--- src/rtl/dis_pkg.sv ---
// Shared sizes and the decoded-instruction record for the dual-slot issue unit.
// Assumes two issue slots and two latency classes (add, multiply).
package dis_pkg;
    parameter int NUM_REGS  = 8;
    parameter int REG_W     = $clog2(NUM_REGS);
    parameter int ADD_LAT   = 2;
    parameter int MUL_LAT   = 3;
    localparam int NUM_SLOTS = 2;
    localparam int NUM_LANES = NUM_SLOTS * 2;
    // worst case: every in-flight instruction reads the same register twice
    localparam int CNT_W     = $clog2(NUM_SLOTS * 2 * MUL_LAT + 1);

    typedef struct packed {
        logic [REG_W-1:0] dst;
        logic [REG_W-1:0] srca;
        logic [REG_W-1:0] srcb;
        logic             mul;
    } instr_t;
endpackage

--- src/rtl/dis_hazard.sv ---
// Issue decision for two slots. Uses per-register busy flags from the
// scoreboard and compares the younger slot with a valid older slot.
// Assumes the upstream keeps an unissued instruction in its slot.
module dis_hazard
    import dis_pkg::*;
(
    input  logic                            ooo_en,
    input  logic [NUM_SLOTS-1:0]            slot_vld,
    input  instr_t [NUM_SLOTS-1:0]          slot_ins,
    input  logic [NUM_REGS-1:0]             rd_busy,
    input  logic [NUM_REGS-1:0]             wr_busy,
    output logic [NUM_SLOTS-1:0]            issue
);
    logic [NUM_SLOTS-1:0] hz;
    logic                 pair_conf;

    // scoreboard hazard per slot: RAW on sources, WAR and WAW on destination
    always_comb begin
        for (int s = 0; s < NUM_SLOTS; s++) begin
            hz[s] = wr_busy[slot_ins[s].srca] | wr_busy[slot_ins[s].srcb] |
                    rd_busy[slot_ins[s].dst]  | wr_busy[slot_ins[s].dst];
        end
    end

    // younger-versus-older register overlap, as if the older were recorded
    always_comb begin
        pair_conf = (slot_ins[1].srca == slot_ins[0].dst) ||
                    (slot_ins[1].srcb == slot_ins[0].dst) ||
                    (slot_ins[1].dst  == slot_ins[0].srca) ||
                    (slot_ins[1].dst  == slot_ins[0].srcb) ||
                    (slot_ins[1].dst  == slot_ins[0].dst);
    end

    // final issue strobes with the ordering policy applied
    always_comb begin
        issue[0] = slot_vld[0] && !hz[0];
        issue[1] = slot_vld[1] && !hz[1] && !(slot_vld[0] && pair_conf) &&
                   (ooo_en || !slot_vld[0] || issue[0]);
    end
endmodule

--- src/rtl/dis_latpipe.sv ---
// Latency pipeline: one shift lane per (slot, class) pair so no two
// instructions ever compete for a stage. A lane's last stage is its retire.
module dis_latpipe
    import dis_pkg::*;
(
    input  logic                        clk,
    input  logic                        rst_n,
    input  logic [NUM_SLOTS-1:0]        iss_vld,
    input  instr_t [NUM_SLOTS-1:0]      iss_ins,
    output logic [NUM_LANES-1:0]        ret_vld,
    output instr_t [NUM_LANES-1:0]      ret_ins
);
    for (genvar l = 0; l < NUM_LANES; l++) begin : g_lane
        localparam int   SL     = l / 2;
        localparam logic IS_MUL = logic'(l % 2);
        localparam int   DEPTH  = (l % 2 == 1) ? MUL_LAT : ADD_LAT;

        logic [DEPTH-1:0] v_q;
        instr_t           pl_q [DEPTH];
        logic             take;

        assign take = iss_vld[SL] && (iss_ins[SL].mul == IS_MUL);

        // valid bits shift toward retire; cleared by reset
        always_ff @(posedge clk) begin
            if (!rst_n) v_q <= '0;
            else        v_q <= {v_q[DEPTH-2:0], take};
        end

        // payload follows the valid bit; no reset needed
        always_ff @(posedge clk) begin
            pl_q[0] <= iss_ins[SL];
            for (int k = 1; k < DEPTH; k++) pl_q[k] <= pl_q[k-1];
        end

        assign ret_vld[l] = v_q[DEPTH-1];
        assign ret_ins[l] = pl_q[DEPTH-1];
    end
endmodule

--- src/rtl/dis_counters.sv ---
// Scoreboard: a reader count and a writer count per register. Issues add,
// retirements subtract, both in the same edge. Exposes non-zero flags.
module dis_counters
    import dis_pkg::*;
(
    input  logic                        clk,
    input  logic                        rst_n,
    input  logic [NUM_SLOTS-1:0]        iss_vld,
    input  instr_t [NUM_SLOTS-1:0]      iss_ins,
    input  logic [NUM_LANES-1:0]        ret_vld,
    input  instr_t [NUM_LANES-1:0]      ret_ins,
    output logic [NUM_REGS-1:0]         rd_busy,
    output logic [NUM_REGS-1:0]         wr_busy
);
    for (genvar r = 0; r < NUM_REGS; r++) begin : g_reg
        localparam logic [REG_W-1:0] RID = REG_W'(r);
        logic [CNT_W-1:0] rd_q, wr_q, rd_add, rd_sub, wr_add, wr_sub;

        // tally this register's increments and decrements
        always_comb begin
            rd_add = '0; wr_add = '0; rd_sub = '0; wr_sub = '0;
            for (int s = 0; s < NUM_SLOTS; s++) begin
                if (iss_vld[s]) begin
                    if (iss_ins[s].srca == RID) rd_add = rd_add + CNT_W'(1);
                    if (iss_ins[s].srcb == RID) rd_add = rd_add + CNT_W'(1);
                    if (iss_ins[s].dst  == RID) wr_add = wr_add + CNT_W'(1);
                end
            end
            for (int l = 0; l < NUM_LANES; l++) begin
                if (ret_vld[l]) begin
                    if (ret_ins[l].srca == RID) rd_sub = rd_sub + CNT_W'(1);
                    if (ret_ins[l].srcb == RID) rd_sub = rd_sub + CNT_W'(1);
                    if (ret_ins[l].dst  == RID) wr_sub = wr_sub + CNT_W'(1);
                end
            end
        end

        // count registers
        always_ff @(posedge clk) begin
            if (!rst_n) begin
                rd_q <= '0;
                wr_q <= '0;
            end else begin
                rd_q <= rd_q + rd_add - rd_sub;
                wr_q <= wr_q + wr_add - wr_sub;
            end
        end

        assign rd_busy[r] = (rd_q != '0);
        assign wr_busy[r] = (wr_q != '0);
    end
endmodule

--- src/rtl/dis_issue_sb.sv ---
// Top of the dual-slot scoreboard issue unit. Packs the slot ports into
// records and wires hazard check, scoreboard counts and latency pipeline.
// Counts of an instruction retiring this cycle still block this cycle.
module dis_issue_sb
    import dis_pkg::*;
(
    input  logic                 clk,
    input  logic                 rst_n,
    input  logic                 ooo_en,
    input  logic                 s0_valid,
    input  logic [REG_W-1:0]     s0_dst,
    input  logic [REG_W-1:0]     s0_srca,
    input  logic [REG_W-1:0]     s0_srcb,
    input  logic                 s0_mul,
    input  logic                 s1_valid,
    input  logic [REG_W-1:0]     s1_dst,
    input  logic [REG_W-1:0]     s1_srca,
    input  logic [REG_W-1:0]     s1_srcb,
    input  logic                 s1_mul,
    output logic                 issue0,
    output logic                 issue1,
    output logic [NUM_LANES-1:0] retire
);
    logic [NUM_SLOTS-1:0]   slot_vld, iss;
    instr_t [NUM_SLOTS-1:0] slot_ins;
    instr_t [NUM_LANES-1:0] ret_ins;
    logic [NUM_REGS-1:0]    rd_busy, wr_busy;

    assign slot_vld = {s1_valid, s0_valid};
    assign slot_ins[0] = '{dst: s0_dst, srca: s0_srca, srcb: s0_srcb, mul: s0_mul};
    assign slot_ins[1] = '{dst: s1_dst, srca: s1_srca, srcb: s1_srcb, mul: s1_mul};

    dis_hazard u_hz (
        .ooo_en   (ooo_en),
        .slot_vld (slot_vld),
        .slot_ins (slot_ins),
        .rd_busy  (rd_busy),
        .wr_busy  (wr_busy),
        .issue    (iss)
    );

    dis_counters u_sb (
        .clk     (clk),
        .rst_n   (rst_n),
        .iss_vld (iss),
        .iss_ins (slot_ins),
        .ret_vld (retire),
        .ret_ins (ret_ins),
        .rd_busy (rd_busy),
        .wr_busy (wr_busy)
    );

    dis_latpipe u_lp (
        .clk     (clk),
        .rst_n   (rst_n),
        .iss_vld (iss),
        .iss_ins (slot_ins),
        .ret_vld (retire),
        .ret_ins (ret_ins)
    );

    assign issue0 = iss[0];
    assign issue1 = iss[1];
endmodule

--- config.mk ---
export PLATFORM = sky130hd
export DESIGN_NAME = dis_issue_sb
export DESIGN_NICKNAME = d
export VERILOG_FILES = /design/src/rtl/dis_pkg.sv /design/src/rtl/dis_hazard.sv /design/src/rtl/dis_latpipe.sv /design/src/rtl/dis_counters.sv /design/src/rtl/dis_issue_sb.sv
export SDC_FILE = /design/constraint.sdc
export NUM_CORES = 1
export LEC_CHECK = 0
export CAP_MARGIN = 40
export CORE_MARGIN = 4
export CORE_UTILIZATION = 60
export DETAILED_ROUTE_END_ITERATION = 10
export HOLD_SLACK_MARGIN = 0.15
export PLACE_DENSITY = 0.77
export REMOVE_ABC_BUFFERS = 1
export SLEW_MARGIN = 10
export SYNTH_ARGS = -nofsm -noshare
export SYNTH_HDL_FRONTEND = slang
export SYNTH_SLANG_ARGS = --single-unit
--- constraint.sdc ---
create_clock -name clk -period 8.8 [get_ports clk]
set_clock_uncertainty 0.05 [all_clocks]
set_input_delay 1.32 -clock clk [delete_from_list [all_inputs] [get_ports clk]]
set_output_delay 1.32 -clock clk [all_outputs]
set_load 0.02 [all_outputs]
* After elaboration in Yosys (flattened, before gate mapping)
Memories as Yosys holds them, arrays and structs flattened.
Index checks and enable logic that the tools add are counted.
** Word-level totals
- Register bits :: 74
- Bits in writable memories :: 100
- Bits of input ports :: 25
- Output and inout port bits :: 6
- Logic and storage cells :: 670
- Memories :: 4
** Memories
- u_lp.g_lane[1].pl_q :: depth 3, width 10, rd ports 3, clocked after Yosys merged registers in 0, wr ports 3, RTL line dis_latpipe.sv:19 : instr_t pl_q [DEPTH];
- u_lp.g_lane[3].pl_q :: depth 3, width 10, rd ports 3, clocked after Yosys merged registers in 0, wr ports 3, RTL line dis_latpipe.sv:19
- u_lp.g_lane[0].pl_q :: depth 2, width 10, rd ports 2, clocked after Yosys merged registers in 0, wr ports 2, RTL line dis_latpipe.sv:19
- u_lp.g_lane[2].pl_q :: depth 2, width 10, rd ports 2, clocked after Yosys merged registers in 0, wr ports 2, RTL line dis_latpipe.sv:19
** Operators by class
- Add/subtract/negate cells :: 144
- $lt $le $gt $ge :: 6
- Eq/ne operators :: 131
- Muxes and demuxes :: 304
- Bitwise gates (word level) :: 8
- Reductions and logical operators :: 53
** Operators by type and width (number)
- $mux W4 :: 256
- $add A4 B1 Y4 const B :: 112
- $eq A3 B3 Y1 const B :: 72
- $eq A3 B2 Y1 const B :: 36
- $add A4 B4 Y4 :: 16
- $reduce_bool A4 Y1 :: 16
- $sub A4 B4 Y4 :: 16
- $eq A3 B1 Y1 const B :: 18
- $logic_not A3 Y1 :: 18
- $mux W1 :: 40
- $bmux W1 S3 :: 8
- $lt A3 B4 Y1 const B :: 6
- $eq A3 B3 Y1 :: 5
- $logic_and A1 B1 Y1 :: 9
- $logic_or A1 B1 Y1 :: 6
- $or A1 B1 Y1 :: 6
- $logic_not A1 Y1 :: 4
- $not A1 Y1 :: 2

* Logic depth before layout (Yosys ltp)
An unclocked memory read counts as a cell.
- Word-level depth :: 26
- Mapped depth :: 36
- Depth with buffers taken out :: 36

* Modules after synthesis
Synthesis repeated with hierarchy kept, for this count alone.
** Second synthesis, totals
- Cell total of the unflattened synthesis :: 1863
- Area, all modules :: 15666.3 sq um
** By module, submodules not included
- dis_counters :: instances 1, cells each 1694, area an instance 13411.6 sq um, sequential area each 1281.2 sq um
- dis_latpipe :: instances 1, cells each 104, area an instance 1656.6 sq um, sequential area each 1401.3 sq um
- dis_hazard :: instances 1, cells each 65, area an instance 598.1 sq um, sequential area each 0.0 sq um

* Worst setup path before layout
No wires, ideal clock.
- Path kind :: reg-to-reg
- Start :: memory u_lp.g_lane[0].pl_q[0][16] in the netlist's numbering
- End :: register u_sb.g_reg[4].rd_q[3]
- Library setup time :: 115 ps
- Arrival time :: 6858 ps
- Data required time :: 8635 ps
- Slack :: 1777 ps
- Cell stages (with the launch flop) :: 33
- Path buffers :: 0
- Period minus slack after synthesis :: 7023 ps
- Cell sequence :: dfxtp_1 -> nor3b_1 -> ha_1 -> nand2_1 -> inv_1 -> ha_1 -> nor4bb_1 -> a21o_1 -> ha_1 -> or4b_2 -> nand3b_1 -> o21ai_0 -> xnor2_1 -> mux2i_1 -> ha_1 -> mux2_2 -> mux2_2 -> xnor2_1 -> a22oi_1 -> ha_1 -> nand2_1 -> o21ai_0 -> a22o_1 -> fa_1 -> inv_1 -> ha_1 -> a21o_1 -> a21oi_1 -> xnor2_1 -> xnor2_1 -> xnor2_1 -> xnor3_1 -> and2_1
** RTL lines
- start: declaration :: RTL line dis_latpipe.sv:19
- end signal: assignment :: RTL line dis_counters.sv:44 : rd_q <= rd_q + rd_add - rd_sub;
- end: declaration :: RTL line dis_counters.sv:17 : logic [CNT_W-1:0] rd_q, wr_q, rd_add, rd_sub, wr_add, wr_sub;

==> metrics.md <==
| Metric | Value |
|---|---|
| Outcome | `finished, final reports clean` |
| Pre-CTS setup slack | `between 0.9 and 1 ns` |
| Comb pwr share | `50.6%` |
| CTS Sinks | `around 130` |
| Router iterations before antenna repair | `7` |
| Maximum vdd drop | `0.164 mV` |
| Setup WS post-layout | `around 1.0 ns` |
| RSZ-0062 raised after global routing | `no` |
| Top cell by count, worst path | `ha_1` |
| Arr. time, crit path | `between 8 and 9 ns` |
| PostCTS Resize Cnt | `0` |
| Core area | `25,300 um^2` |
| Die X | `~170 um` |
| Crit path max-delay cell type | `or4b_2` |
| IO Port Bufs | `30` |
| Avg Vias per Cell | `~6` |
| Leak Pwr | `approximately 7.4 nW` |
| Die area | `around 28,000 um^2` |
| CTS Hold Bufs | `0` |
| Pwr Total | `3.05 mW` |
| Max_slew headroom | `between 30% and 40%` |
| Core Rows | `58` |
| Fmax | `0.129 GHz` |
| Post-synthesis cell type count | `87` |
| Top cells by count, synth | `nand2_1 (255), ha_1 (184), inv_1 (176)` |
| Clk_lat worst skew | `between 0.4 and 0.5 ns` |
| CTS tree | `built` |
| Area growth, synth to finish | `6.18%` |
| Synth warnings | `0` |
| Max clock buf depth | `2` |
| First-pass GRT wire length | `~65,000 um` |
| Syn avg cell area | `around 7.9 um^2` |
| Maxcap violations | `0` |
| Total gr overflow | `0` |
| Critical path endpoint category | `flop` |
| WS Path Type | `flop to flop` |
| Layout cells sized above 1 | `under 10%` |
| Placed cell area | `between 15,000 and 20,000 um^2` |
| Root Buffer | `clkbuf_16` |
| Setup TNS Final | `0 ns` |
| Pwr dens | `about 190 nW/um^2` |
| Mapped Cells | `slightly below 2,000` |
| GRT Util Overall | `27.7%` |
| Starting density of the core | `~60%` |
| Vias in the first global route | `13,500` |
| Post-synth EDFFs | `0` |
| Tmin final | `between 7 and 8 ns` |
| Die height | `around 170 um` |
| Number of setup buffers added after CTS | `0` |
| Fin crit share | `88.3%` |
| Post-Synthesis Cell Area | `roughly 16,000 um^2` |
| Max Slew Vio Count | `0` |
| Top cells by area, synth | `dfxtp_1 (17%), ha_1 (15%), xnor2_1 (9.1%)` |
| R2R Setup Slk | `1.03 ns` |
| Sw power | `~1.2 mW` |
| Vias | `approximately 14,000` |
| Sequential area share after synthesis | `between 15 and 20%` |
| #FFs+latches synth | `128` |
| Initial antenna violation count | `0` |
| Ant diodes | `0` |
| Clk slew on worst S/H paths | `~0.060 ns` |
| Yosys top cell area share | `~17%` |
| Routability cong. | `slightly above 0.9` |
| Finished Cell Area | `around 16,000 um^2` |
| Nets | `2,161` |
| Crit Path Max Fanout | `9` |
| Top-count cell post-synth | `nand2_1` |
| Top_reg_cell synth | `dfxtp_1` |
| Final hold viol count | `0` |
| CTS buffer count | `17` |
| Final setup violation count | `0` |
| Drt initial violations | `999` |
| Net Sw Frac | `roughly 40%` |
| Antenna-violating nets left | `0` |
| # DRC | `0` |
| CP required | `roughly 9 ns` |
| Critical Path Start Type | `flop` |
| H-tree levels | `4` |
| Worst Tran Pin Value | `0.931 ns` |
| CP peak stage delay | `roughly 0.63 ns` |
| Fraction of registers with async set/reset | `0%` |
| Post-Route WL | `39,800 um` |
| Clock share of power | `a little under a quarter` |
| Hpwl dp | `~30,000 um` |
| Flop pwr share | `25.7%` |
| Hold WC Path Type | `flop to flop` |
| Ports | `31` |
| Synth area leader | `dfxtp_1` |
| Pint | `1.83 mW` |
| DR WL/cell | `17.7 um` |
| Largest net degree at the start of global routing | `75` |
| Final Util | `about two thirds` |
[stage by stage]
| stage | hold slack, ns | std cells |
|---|---|---|
| finish | 0.275 | 2254 |
| global route | 0.283 | 2254 |
| CTS | 0.275 | 2252 |
| detailed placement | 0.262 | 2221 |
| global placement | 0.261 | 2216 |
| floorplan | 0.260 | 1846 |
[flip-flops by register name (all words and copies together), names as in the netlist]
name	count
u_lp.g_lane.v_q	10
u_sb.g.rd_q	32
u_lp.g_lane.pl_q	54
u_sb.g.wr_q	32
[per-layer routing]
| layer | up-vias | GRT usage (%) | wire length [um] |
|---|---|---|---|
| met3 | 109 | 4.11 | 2510 |
| met2 | 482 | 47.8 | 19100 |
| met1 | 6448 | 35.2 | 16900 |
| met4 | 0 | 10.3 | 1340 |
| met5 | - | 0 | 0 |
| li1 | 6542 | - | - |
[cell usage in the layout, fill, tap and decap left out, types with 13 or more instances in the layout]
cell type / Yosys / routed
and2_1: 43 / 43
ha_1: 184 / 184
nor3_1: 36 / 36
and3_1: 20 / 20
xor2_1: 111 / 111
fa_1: 40 / 40
nor4_1: 21 / 21
xnor2_1: 161 / 161
a21o_1: 20 / 20
nand3_1: 40 / 40
inv_1: 176 / 176
clkbuf_16: 0 / 17
nand3b_1: 13 / 13
a21oi_1: 45 / 45
o21ai_0: 74 / 74
clkdlybuf4s50_1: 0 / 30
nand2_1: 255 / 255
nand4_1: 23 / 23
nor3b_1: 39 / 39
nand2b_1: 22 / 22
and3b_1: 27 / 27
nor2_1: 121 / 121
dfxtp_1: 128 / 126
mux2_2: 37 / 37
mux2i_1: 14 / 14
nand4b_1: 15 / 15
[power by group through the flow]
stage	combinational (mW)	clock (mW)	sequential, mW
5_1_grt	1.70	0.755	0.797
2_1_floorplan	1.13	0	0.772
4_1_cts	1.54	0.726	0.781
3_3_place_gp	1.45	0	0.789
3_5_place_dp	1.52	0	0.791
6_report	1.54	0.724	0.783
[final timing paths]
path                                                            to  cells after the start                               start
worst max-delay path              u_sb.g_reg[4].rd_q[3]$_SDFF_PN0_                     32  u_lp.g_lane[0].pl_q[0][16]$_DFF_P_
worst min-delay path            u_lp.g_lane[2].pl_q[0][13]$_DFF_P_                      0   u_lp.g_lane[2].pl_q[0][3]$_DFF_P_
worst max register to register    u_sb.g_reg[4].rd_q[3]$_SDFF_PN0_                     32  u_lp.g_lane[0].pl_q[0][16]$_DFF_P_
worst min register to register  u_lp.g_lane[2].pl_q[0][13]$_DFF_P_                      0   u_lp.g_lane[2].pl_q[0][3]$_DFF_P_
[worst max-delay path: cells and delay by family, from the launching register on]
kind	cells	cell delay, ns
AOI/OAI and AO/OA	7	1.12
xor gates and xnor gates	6	1.21
adders and majority gates	7	2.21
buffers and inverters	2	0.16
DFF	1	0.45
muxes	3	0.76
and+or+nand+nor	7	1.69
[area by class of cell]
| cell class | instances | area [um^2] |
|---|---|---|
| fillers | 2126 | 8850 |
| well taps | 330 | 413 |
| multi-input cells | 1541 | 11800 |
| inverters | 177 | 664 |
| clock inverters | 11 | 139 |
| clock buffers | 20 | 447 |
| repair buffers | 47 | 417 |
| flip-flops and latches | 128 | 2560 |
[cell families after synthesis]
group	Yosys count	synth area share, %
AND/OR/NAND/NOR	742	25.3
multiplexers	54	4.02
AO/OA/AOI/OAI	242	10.7
buffers and inverters	285	7.23
flip-flops	128	16.5
adder cells (fa/ha/maj)	224	20.0
XOR/XNOR	279	16.3
Power figures use the tool's default switching activity.
